[config.mk]
export PLATFORM = sky130hd
export DESIGN_NAME = tmr_unit
export DESIGN_NICKNAME = d
export VERILOG_FILES = /design/src/rtl/tmr_pkg.sv /design/src/rtl/tmr_ctrl.sv /design/src/rtl/tmr_data.sv /design/src/rtl/tmr_unit.sv
export SDC_FILE = /design/constraint.sdc
export NUM_CORES = 1
export LEC_CHECK = 0
export ABC_CLOCK_PERIOD_IN_PS = 2700
export BUFFER_PORTS_ARGS = -buffer_cell sky130_fd_sc_hd__buf_4
export CAP_MARGIN = 20
export CORE_UTILIZATION = 45
export DETAILED_ROUTE_END_ITERATION = 16
export GPL_ROUTABILITY_DRIVEN = 0
export PLACE_DENSITY_LB_ADDON = 0.25
export SYNTH_ARGS = -nofsm -noshare
export SYNTH_HDL_FRONTEND = slang
export SYNTH_SLANG_ARGS = --single-unit
[constraint.sdc]
create_clock -name clk -period 2.7 [get_ports clk]
set_clock_uncertainty 0.05 [all_clocks]
set_input_delay 0.27 -clock clk [delete_from_list [all_inputs] [get_ports clk]]
set_output_delay 0.27 -clock clk [all_outputs]
set_load 0.01 [all_outputs]
[src/rtl/tmr_pkg.sv]
package tmr_pkg;
  localparam int BYTE_W   = 8;
  localparam int NCH      = 2;
  localparam int CFG_W    = 4;
  localparam int ADDR_W   = 3;
  localparam int FLAG_LSB = 4;
  localparam int CNT_BASE = 2;

  localparam logic [ADDR_W-1:0] A_MODE = 3'd0;
  localparam logic [ADDR_W-1:0] A_CTRL = 3'd1;

  localparam logic [1:0] MODE_PRE    = 2'd0;
  localparam logic [1:0] MODE_WIDE   = 2'd1;
  localparam logic [1:0] MODE_RELOAD = 2'd2;
  localparam logic [1:0] MODE_SPLIT  = 2'd3;

  // per-channel configuration nibble
  typedef struct packed {
    logic       gate;
    logic       ext;
    logic [1:0] mode;
  } chan_cfg_t;

  // strobes from control to datapath
  typedef struct packed {
    logic [NCH-1:0] tick;
    logic           splitTick;
  } tmr_strobe_t;
endpackage

[src/rtl/tmr_ctrl.sv]
module tmr_ctrl
  import tmr_pkg::*;
(
  input  logic                  clk,
  input  logic                  rstN,
  input  logic                  mcStrobe,
  input  logic                  wrEn,
  input  logic [ADDR_W-1:0]     wrAddr,
  input  logic [BYTE_W-1:0]     wrData,
  input  logic [NCH-1:0]        cntPin,
  input  logic [NCH-1:0]        gatePin,
  output chan_cfg_t [NCH-1:0]   cfg,
  output logic [NCH-1:0]        run,
  output tmr_strobe_t           stb
);
  logic [NCH-1:0] smpNow, smpOld, fall, allow, halt, tickV;
  logic splitT;

  always_ff @(posedge clk) begin
    if (!rstN) begin
      cfg    <= '0;
      run    <= '0;
      smpNow <= '0;
      smpOld <= '0;
    end else begin
      if (wrEn && wrAddr == A_MODE) cfg <= wrData[NCH*CFG_W-1:0];
      if (wrEn && wrAddr == A_CTRL) run <= wrData[NCH-1:0];
      if (mcStrobe) begin
        smpNow <= cntPin;
        smpOld <= smpNow;
      end
    end
  end

  // channel 1 stops whenever either channel selects split mode
  assign halt[0] = 1'b0;
  assign halt[1] = (cfg[0].mode == MODE_SPLIT) || (cfg[1].mode == MODE_SPLIT);

  for (genvar c = 0; c < NCH; c++) begin : g_src
    assign fall[c]  = smpOld[c] & ~smpNow[c];
    assign allow[c] = run[c] & (~cfg[c].gate | gatePin[c]);
    assign tickV[c] = mcStrobe & allow[c] & ~halt[c] & (cfg[c].ext ? fall[c] : 1'b1);
  end

  // second split counter: channel 1 run bit, machine cycles, no gate
  assign splitT = mcStrobe & run[1] & (cfg[0].mode == MODE_SPLIT);
  assign stb    = {tickV, splitT};
endmodule

[src/rtl/tmr_data.sv]
module tmr_data
  import tmr_pkg::*;
#(
  parameter int PRE_W = 5
) (
  input  logic                          clk,
  input  logic                          rstN,
  input  logic                          wrEn,
  input  logic [ADDR_W-1:0]             wrAddr,
  input  logic [BYTE_W-1:0]             wrData,
  input  chan_cfg_t [NCH-1:0]           cfg,
  input  tmr_strobe_t                   stb,
  output logic [NCH-1:0][BYTE_W-1:0]    lo,
  output logic [NCH-1:0][BYTE_W-1:0]    hi,
  output logic [NCH-1:0]                flag
);
  logic [NCH-1:0] wrapV, wrapHiV, setV;

  for (genvar c = 0; c < NCH; c++) begin : g_chan
    logic [BYTE_W-1:0] loQ, hiQ, nLo, nHi;
    logic wrapLo, wrapHi, splitHere;

    assign splitHere = (c == 0) ? stb.splitTick : 1'b0;

    always_comb begin
      nLo    = loQ;
      nHi    = hiQ;
      wrapLo = 1'b0;
      wrapHi = 1'b0;
      if (stb.tick[c]) begin
        case (cfg[c].mode)
          MODE_PRE: begin
            nLo[PRE_W-1:0] = loQ[PRE_W-1:0] + PRE_W'(1);
            if (&loQ[PRE_W-1:0]) begin
              nHi    = hiQ + BYTE_W'(1);
              wrapLo = &hiQ;
            end
          end
          MODE_WIDE: begin
            {nHi, nLo} = {hiQ, loQ} + (2*BYTE_W)'(1);
            wrapLo     = &{hiQ, loQ};
          end
          MODE_RELOAD: begin
            if (&loQ) begin
              nLo    = hiQ;
              wrapLo = 1'b1;
            end else begin
              nLo = loQ + BYTE_W'(1);
            end
          end
          default: begin
            nLo    = loQ + BYTE_W'(1);
            wrapLo = &loQ;
          end
        endcase
      end
      if (splitHere) begin
        nHi    = hiQ + BYTE_W'(1);
        wrapHi = &hiQ;
      end
    end

    always_ff @(posedge clk) begin
      if (!rstN) begin
        loQ <= '0;
        hiQ <= '0;
      end else begin
        loQ <= nLo;
        hiQ <= nHi;
        if (wrEn && wrAddr == ADDR_W'(CNT_BASE + 2*c))     loQ <= wrData;
        if (wrEn && wrAddr == ADDR_W'(CNT_BASE + 2*c + 1)) hiQ <= wrData;
      end
    end

    assign lo[c]      = loQ;
    assign hi[c]      = hiQ;
    assign wrapV[c]   = wrapLo;
    assign wrapHiV[c] = wrapHi;
  end

  always_comb begin
    setV    = wrapV;
    setV[1] = wrapV[1] | wrapHiV[0];
  end

  // hardware set wins over a software clear in the same cycle
  always_ff @(posedge clk) begin
    if (!rstN) flag <= '0;
    else if (wrEn && wrAddr == A_CTRL) flag <= (flag & wrData[FLAG_LSB +: NCH]) | setV;
    else flag <= flag | setV;
  end
endmodule

[src/rtl/tmr_unit.sv]
module tmr_unit
  import tmr_pkg::*;
#(
  parameter int PRE_W = 5
) (
  input  logic              clk,
  input  logic              rstN,
  input  logic              mcStrobe,
  input  logic              wrEn,
  input  logic [2:0]        wrAddr,
  input  logic [7:0]        wrData,
  input  logic [2:0]        rdAddr,
  output logic [7:0]        rdData,
  input  logic [1:0]        cntPin,
  input  logic [1:0]        gatePin,
  output logic [1:0]        ovf
);
  chan_cfg_t [NCH-1:0]          cfg;
  logic [NCH-1:0]               run;
  tmr_strobe_t                  stb;
  logic [NCH-1:0][BYTE_W-1:0]   lo, hi;
  logic [NCH-1:0]               flag;
  logic [2*BYTE_W-1:0]          cnt0View, cnt1View;

  tmr_ctrl uCtrl (
    .clk(clk), .rstN(rstN), .mcStrobe(mcStrobe), .wrEn(wrEn),
    .wrAddr(wrAddr), .wrData(wrData), .cntPin(cntPin), .gatePin(gatePin),
    .cfg(cfg), .run(run), .stb(stb)
  );

  tmr_data #(.PRE_W(PRE_W)) uData (
    .clk(clk), .rstN(rstN), .wrEn(wrEn), .wrAddr(wrAddr), .wrData(wrData),
    .cfg(cfg), .stb(stb), .lo(lo), .hi(hi), .flag(flag)
  );

  assign ovf      = flag;
  assign cnt0View = {hi[0], lo[0]};
  assign cnt1View = {hi[1], lo[1]};

  always_comb begin
    rdData = '0;
    if (rdAddr == A_MODE) rdData = cfg;
    else if (rdAddr == A_CTRL) begin
      rdData[NCH-1:0]          = run;
      rdData[FLAG_LSB +: NCH]  = flag;
    end
    for (int c = 0; c < NCH; c++) begin
      if (rdAddr == ADDR_W'(CNT_BASE + 2*c))     rdData = lo[c];
      if (rdAddr == ADDR_W'(CNT_BASE + 2*c + 1)) rdData = hi[c];
    end
  end
endmodule

* Word-level counts from Yosys, hierarchy flattened *
Cells that the tools add are included.

word-level totals
  flip-flop bits (word level) = 48
  word-level logic and storage cells = 136

operators by class
  equal/unequal tests = 20
  reduce and logical (&&, ||, !) cells = 29
  bitwise operators = 22
  muxes and demuxes = 41
  $add $sub $neg = 8

operator list
  kind                   number
  $mux 8                 17
  $add 16x1->16 const B  2
  $add 8x1->8 const B    4
  $pmux 8 s2             2
  $reduce_and 16->1      2
  $reduce_and 8->1       4
  $pmux 5 s3             2
  $pmux 3 s3             2
  $mux 2                 7
  $eq 3x2->1 const B     4
  $eq 3x3->1 const B     4
  $and 1x1->1            11
  $add 5x1->5 const B    2
  $reduce_and 5->1       2
  $mux 1                 9
  $eq 2x2->1 const B     4
  $eq 3x1->1 const B     2
  $logic_and 1x1->1      6
  $logic_not 3->1        2
  $pmux 1 s3             2
  $reduce_and 3->1       2
  $reduce_bool 2->1      3
  $reduce_bool 3->1      2
  $not 1->1              5
  11 further kinds       18

* Depth between registers and ports, before layout *
Gate-level depths: netlist of the first run.

  depth in word-level cells = 10
  gate-level depth with buffers = 9
  depth with buffers taken out = 9

* Cells and area by module *
A second synthesis of the first run with hierarchy kept.

second synthesis, totals
  cells, all modules = 442
  area, all modules = 3641.0 um^2

by module, submodules not included
  module    seq. area each (um^2)  times used  area each (um^2)  cells an instance
  tmr_data  680.7                  1           2565.0            324
  tmr_ctrl  280.3                  1           655.6             72
  tmr_unit  0.0                    1           420.4             46

* Least setup slack after synthesis of the first run *
No wires, ideal clock.

  kind = flip-flop to flip-flop
  start point = register uData.g_chan[1].loQ[0]
  end point = register uData.g_chan[1].hiQ[7]
  required time = 2.576 ns
  arrival time = 1.983 ns
  setup time = 0.074 ns
  path slack = 0.592 ns
  stages on the path, launching flop included = 10
  path through = dfxtp_1 -> ha_1 -> nand3_1 -> inv_1 -> ha_1 -> nor2b_1 -> nor3_1 -> nand3_1 -> or3_1 -> a31oi_1

on the way
  word-level cells in the longest chain between the ends = 4

ends and longest elaborated chain
  item                    RTL line        text
  from (decl)             tmr_data.sv:20  logic [BYTE_W-1:0] loQ, hiQ, nLo, nHi;
  from (signal assigned)  tmr_data.sv:68  loQ <= nLo;
  from (signal assigned)  tmr_data.sv:70  if (wrEn && wrAddr == ADDR_W'(CNT_BASE + 2*c)) loQ <= wrData;
  $add 16x1->16           tmr_data.sv:40  {nHi, nLo} = {hiQ, loQ} + (2*BYTE_W)'(1);
  $pmux 8 s2              tmr_data.sv:31  case (cfg[c].mode)
  $mux 8                  tmr_data.sv:30  if (stb.tick[c]) begin
  $mux 8                  tmr_data.sv:71  if (wrEn && wrAddr == ADDR_W'(CNT_BASE + 2*c + 1)) hiQ <= wrData;
  to (signal assigned)    tmr_data.sv:69  hiQ <= nHi;
  to (signal assigned)    tmr_data.sv:71
  to (decl)               tmr_data.sv:20

Several ways; a longest one is shown, not always the timed one. The select of a mux whose other input is x is not followed.
A chain may end at the register's enable or synchronous reset.

* Worst setup path after layout of the first run *
  start point = register uData.g_chan[1].loQ[0]
  end point = register uData.g_chan[1].hiQ[4]

Same word-level chain as after synthesis.

==> results.py, run 1 <==
metrics = {
    "yosys": {
        "synth_seq_area_share_pct": 26.8,
        "syn_inst": 456,
        "synthFlopType": "dfxtp_1",
        "synthXorXnorAreaFrac_pct": 2.69,
        "synthSimpleGateAreaFrac_pct": 24.3,
        "netlist_area_mm2": 0.00358,
        "synthArstFlopShare_pct": 0,
        "avgSynthCellArea_um2": 7.86,
        "muxShareOfSynthArea_pct": 5.41,
        "syn_nets": 493,
        "synth_top_family_by_area": "compound AO/OA/AOI/OAI gates",
        "synthAdderAreaFrac_pct": 5.24,
        "ys_ff_latch": 48,
        "synth_compound_area_share_pct": 31.4,
        "synth_cell_type_count": 71,
        "synth_edf_count": 0,
        "yosysWarnings": 0,
    },
    "final_layout": {
        "final_cell_area_mm2": 0.00394,
        "final_net_count": 510,
        "synthToLayoutAreaGrowth_pct": 9.99,
        "layout-drive-gt1-share_pct": 12.9,
        "mostFrequentLayoutCells": "nand2_1 (57), dfxtp_1 (48), o21ai_0 (40), buf_4 (33), a21oi_1 (32)",
        "nFillCells": 754,
        "multi_input_area_mm2": 0.00247,
        "diodes": 0,
        "register_area_um2": 961,
        "final_common_cell": "nand2_1",
    },
    "clocking": {
        "cts_hold_buf": 0,
        "post_cts_buffers": 0,
        "cts_sinks": 48,
        "insertion_delay_ns": 0.31,
        "cts_buffers": 5,
        "clkTransAtPathRegs_ns": 0.09,
        "cts_resized": 0,
        "htreeDepth": 2,
        "cts_tree": "done",
        "clk_path_buf_depth": 2,
        "root_buffer": "clkbuf_8",
    },
    "placement": {
        "place_area_mm2": 0.00385,
        "hpwl_um": 8270,
        "portBuffers": 31,
        "post-place-ws_ns": 0.347,
    },
    "route": {
        "vias_per_cell": 6.54,
        "drc_errors": 0,
        "dr.pass1.iters": 6,
        "ant_nets": 0,
        "wl_um": 11100,
        "via_count": 3768,
        "wl_per_cell_um": 19.3,
        "drt_iter0_drc": 483,
    },
    "timing": {
        "setup_viol": 0,
        "max_freq_mhz": 410,
        "holdWs_ns": 0.160,
        "fin_crit_sh_pct": 90.4,
        "finalMaxSlewViolations": 0,
        "worst_pin_slew_ns": 0.700,
        "max_slew_margin_pct": 52.8,
        "final-hold-violation-count": 0,
        "grt_setup_unrepaired": "no",
        "setup_ws_ns": 0.260,
        "fin_crit_ns": 2.44,
        "tns_ns": 0,
    },
    "setup_path": {
        "crit_fanout": 7,
        "path_cells": "ha_1 > nand3_1 > inv_1 > ha_1 > nor2b_1 > nor2_1 > nand4_1 > or3_1 > a31oi_1",
        "cp_common_cell": "ha_1",
        "path_buf_inv": 1,
        "endpoint_kind": "register",
        "worst-path-stages": 9,
        "rrSetupSlack_ns": 0.26,
        "slowest_delay_ns": 0.43,
        "crit_start": "uData.g_chan[1].loQ[0]$_SDFFE_PN0P_",
        "rr_worst_depth": 9,
        "reg2reg_from": "uData.g_chan[1].loQ[0]$_SDFFE_PN0P_",
        "critPathTopFamily": "simple AND/OR/NAND/NOR gates",
        "worstPathRequired_ns": 2.88,
        "critPathSlowestCell": "dfxtp_1",
        "cp.arrival_ns": 2.62,
        "crit_type": "register to register",
        "r2r_end": "uData.g_chan[1].hiQ[4]$_SDFFE_PN0P_",
        "start_kind": "register",
        "worstSetupEndpoint": "uData.g_chan[1].hiQ[4]$_SDFFE_PN0P_",
    },
    "floorplan": {
        "num_rows": 32,
        "die-area_mm2": 0.00832,
        "die_h_um": 91.2,
        "start_util_pct": 46.4,
        "io_pins": 32,
        "die_w_um": 91.2,
        "core-area_mm2": 0.00773,
    },
    "pwr": {
        "p_leak_nw": 1.39,
        "p_total_mw": 1.41,
        "worst_ir_drop_vdd_v": 0.000222,
        "pwr_density_cell_mw_per_mm2": 358,
    },
    "global_route": {
        "grt_pass1_wl_um": 18000,
        "grt_max_degree": 34,
        "grt-ovfl-total": 0,
        "grtUsageTotal_pct": 27.5,
        "grt_pass1_vias": 3357,
        "antenna_found_initial": 0,
    },
    "run_status": {
        "outcome": "finished, final reports clean",
    },
    "worst_hold_path": {
        "hold_path.class": "primary input to register",
    },
    "run": {
        "drv_cap": 0,
    },
}
per-layer routing:
layer	track usage (%)	vias up	share of wire (%)
met1	40.6	1763	47
met5	0	-	0
met2	40.3	212	42
met3	4.19	24	8.7
li1	-	1769	-
met4	9.39	0	2.2
how the worst min path moves through the flow:
stage / endpoint / cells past startpoint / from
2_1_floorplan: uCtrl.cfg[3]$_SDFFE_PN0P_ / 2 / wrData[3]
3_3_place_gp: uCtrl.smpOld[1]$_SDFFE_PN0P_ / 2 / uCtrl.smpOld[1]$_SDFFE_PN0P_
3_5_place_dp: uCtrl.smpOld[1]$_SDFFE_PN0P_ / 2 / uCtrl.smpOld[1]$_SDFFE_PN0P_
4_1_cts: uCtrl.smpNow[0]$_SDFFE_PN0P_ / 3 / cntPin[0]
5_1_grt: uCtrl.smpNow[0]$_SDFFE_PN0P_ / 3 / cntPin[0]
6_report: uCtrl.smpNow[0]$_SDFFE_PN0P_ / 3 / cntPin[0]
registers in the layout, summed over array words and instances (netlist names):
name	flops
uCtrl.run	2
uData.g_chan.hiQ	16
uCtrl.cfg	8
uCtrl.smpNow	2
uCtrl.smpOld	2
uData.g_chan.loQ	16
uData.flag	2
cell families (layout without fill, tap and decap cells):
logic type,Yosys count,count (layout)
AOI/OAI and AO/OA,163,163
xor gates and xnor gates,11,11
adders and majority gates,15,15
buffers and inverters,34,52
DFF,48,48
muxes,19,19
and+or+nand+nor,166,166
tightest hold or removal path, delay by kind of cell:
family / cells / cell delay, ns
buf+inv: 1 / 0.08
mux: 1 / 0.05
simple gates: 1 / 0.08
power breakdown:
group	total (mW)	switching, mW	internal (mW)	leakage [nW]
combinational	0.200	0.121	0.0791	0.951
sequential	0.760	0.0328	0.727	0.389
clock	0.452	0.242	0.209	0.0455
total	1.41	0.396	1.02	1.39
area by class of cell:
class,instances,area share (%)
Clock buffer,8,2.29
Timing Repair Buffer,33,6.29
Inverter,11,1.05
Sequential cell,48,24.4
Multi-Input combinational cell,374,62.8
Tap cell,102,3.24
per-stage QoR:
step	utilization (%)	std cells
floorplan	-	456
detailed placement	49.8	568
global placement	49.8	568
CTS	51.0	576
global route	51.0	576
finish	51.0	576
cell usage after synthesis (4+ instances only):
master	instances	area share, %
clkbuf_1	14	1.5
a21oi_1	32	4.5
o21ai_0	40	5.6
nor2b_1	9	1.6
a221o_1	5	1.4
nand3_1	20	2.8
a22oi_1	6	1.3
and3_1	10	1.7
o22ai_1	7	1.2
o31ai_1	4	0.84
inv_1	11	1.2
or3_1	8	1.4
nor3_1	6	0.84
nor2_1	22	2.3
a32o_1	5	1.4
nand2_1	57	6.0
dfxtp_1	48	27
o21a_1	4	0.84
nand4_1	5	0.87
ha_1	15	5.2
nand2b_1	4	0.70
a31oi_1	19	3.3
a211oi_1	6	1.3
xor2_1	8	2.0
o221ai_1	6	1.5
mux2i_1	16	4.5
Note: power is estimated with default switching activity, not from simulation.
==> inputs of run 2 (changes only) <==
--- a/config.mk
+++ b/config.mk
@@ -8,6 +8,7 @@
 export ABC_CLOCK_PERIOD_IN_PS = 2700
 export BUFFER_PORTS_ARGS = -buffer_cell sky130_fd_sc_hd__buf_4
 export CAP_MARGIN = 20
+export CORE_MARGIN = 4
 export CORE_UTILIZATION = 45
 export DETAILED_ROUTE_END_ITERATION = 16
 export GPL_ROUTABILITY_DRIVEN = 0
==> results.py, run 2 (synthesis gave the netlist of run 1 again) <==
metrics = {
    "clocking": {
        "insertion_delay_ns": 0.31,
        "cts_tree": "done",
        "htreeDepth": 2,
        "cts_hold_buf": 0,
        "cts_resized": 0,
        "cts_sinks": 48,
        "cts_buffers": 5,
        "root_buffer": "clkbuf_8",
        "clk_path_buf_depth": 2,
        "clkTransAtPathRegs_ns": 0.10,
        "post_cts_buffers": 0,
    },
    "route": {
        "ant_nets": 0,
        "vias_per_cell": 6.52,
        "via_count": 3760,
        "dr.pass1.iters": 5,
        "wl_um": 11400,
        "wl_per_cell_um": 19.8,
        "drc_errors": 0,
        "drt_iter0_drc": 342,
    },
    "timing": {
        "final-hold-violation-count": 0,
        "grt_setup_unrepaired": "no",
        "max_freq_mhz": 406,
        "fin_crit_ns": 2.46,
        "setup_viol": 0,
        "fin_crit_sh_pct": 91.3,
        "tns_ns": 0,
        "max_slew_margin_pct": 50.0,
        "worst_pin_slew_ns": 0.742,
        "finalMaxSlewViolations": 0,
    },
    "pwr": {
        "worst_ir_drop_vdd_v": 0.000192,
        "p_comb_share_pct": 14.1,
        "pwr_density_cell_mw_per_mm2": 361,
        "p_leak_nw": 1.40,
        "clkPwrFrac_pct": 32.7,
        "swShare_pct": 29.1,
        "p_switching_uw": 414,
        "seq_power_share_pct": 53.3,
        "intPower_mw": 1.01,
    },
    "setup_path": {
        "cp.arrival_ns": 2.65,
        "worstPathRequired_ns": 2.89,
        "rrSetupSlack_ns": 0.24,
        "start_kind": "register",
        "crit_type": "register to register",
        "path_buf_inv": 1,
        "endpoint_kind": "register",
        "critPathTopFamily": "simple AND/OR/NAND/NOR gates",
        "path_cells": "ha_1 > nand3_1 > inv_1 > ha_1 > nor2b_1 > nor3_1 > nand3_1 > or3_1 > a31oi_1",
        "crit_fanout": 7,
        "critPathSlowestCell": "dfxtp_1",
        "slowest_delay_ns": 0.46,
    },
    "final_layout": {
        "stdcell_count": 577,
        "diodes": 0,
        "final_common_cell": "nand2_1",
        "final_cell_area_mm2": 0.00395,
        "final_net_count": 511,
        "synthToLayoutAreaGrowth_pct": 10.3,
        "nFillCells": 768,
        "layout-drive-gt1-share_pct": 13.5,
        "mostFrequentLayoutCells": "nand2_1 (57), dfxtp_1 (48), o21ai_0 (40), buf_4 (34), a21oi_1 (32)",
        "reg_top3": "uData.g_chan.hiQ: 16 flops, uData.g_chan.loQ: 16 flops, uCtrl.cfg: 8 flops",
    },
    "global_route": {
        "gr-usage-met3_pct": 5.74,
        "grt_pass1_vias": 3388,
        "grt-ovfl-total": 0,
        "grt_pass1_wl_um": 17900,
        "antenna_found_initial": 0,
        "grt_max_degree": 34,
        "grtUsageTotal_pct": 23.2,
        "grt-busiest-layer": "met2",
        "grt_use_met2_pct": 34.3,
        "grt_use_met1_pct": 32.9,
    },
    "floorplan": {
        "start_util_pct": 46.4,
        "core-area_mm2": 0.00773,
        "die_w_um": 97.2,
        "io_pins": 32,
        "num_rows": 32,
        "die-area_mm2": 0.00945,
        "die_h_um": 97.2,
    },
    "run_status": {
        "outcome": "finished, final reports clean",
    },
    "placement": {
        "hpwl_um": 8350,
        "portBuffers": 31,
        "place_inst": 569,
        "place_area_mm2": 0.00386,
    },
    "worst_hold_path": {
        "hold_path.class": "primary input to register",
    },
    "run": {
        "drv_cap": 0,
    },
}
[run 2: layer usage]
layer / vias up / routed length, µm
li1: 1763 / -
met1: 1753 / 5140
met2: 215 / 4730
met3: 29 / 1210
met4: 0 / 317
met5: - / 0
[run 2: worst paths after layout]
path                                         endpoint  depth (start not counted)                                start
setup / recovery  uData.g_chan[1].hiQ[7]$_SDFFE_PN0P_                          9  uData.g_chan[1].loQ[0]$_SDFFE_PN0P_
hold / removal           uCtrl.smpNow[1]$_SDFFE_PN0P_                          3                            cntPin[1]
setup reg to reg  uData.g_chan[1].hiQ[7]$_SDFFE_PN0P_                          9  uData.g_chan[1].loQ[0]$_SDFFE_PN0P_
hold reg to reg             uCtrl.run[0]$_SDFFE_PN0P_                          2            uCtrl.run[0]$_SDFFE_PN0P_
[run 2: cell type report]
cell class | instances | area (µm²) | share of cell area (%)
multi-input combinational | 374 | 2470 | 62.6
tap | 102 | 128 | 3.23
timing repair buffer | 34 | 255 | 6.46
inverter | 11 | 41.3 | 1.05
clock inverter | 2 | 10.0 | 0.253
clock buffer | 6 | 82.6 | 2.09
sequential | 48 | 961 | 24.3
[run 2: stage by stage]
step                hold slack [ns]  power (mW)  worst slack (ns)  utilization (%)
global route                  0.161        1.48            0.0587             51.1
finish                        0.145        1.43             0.236             51.1
CTS                           0.144        1.43             0.288             51.1
global placement              0.428       0.969             0.442             49.9
detailed placement            0.430       0.972             0.344             49.9
floorplan                     0.356       0.888             0.592                -
[run 2: power groups by stage]
stage / clock network (mW) / logic [mW] / registers (mW)
6_report: 0.466 / 0.201 / 0.760
3_3_place_gp: 0 / 0.195 / 0.774
2_1_floorplan: 0 / 0.125 / 0.763
4_1_cts: 0.476 / 0.198 / 0.758
3_5_place_dp: 0 / 0.197 / 0.775
5_1_grt: 0.499 / 0.218 / 0.762
[run 2: tightest hold or removal path, cell delays in order]
cell and delay [ns]:
buf_4 0.08, mux2i_1 0.05, nor2_1 0.08
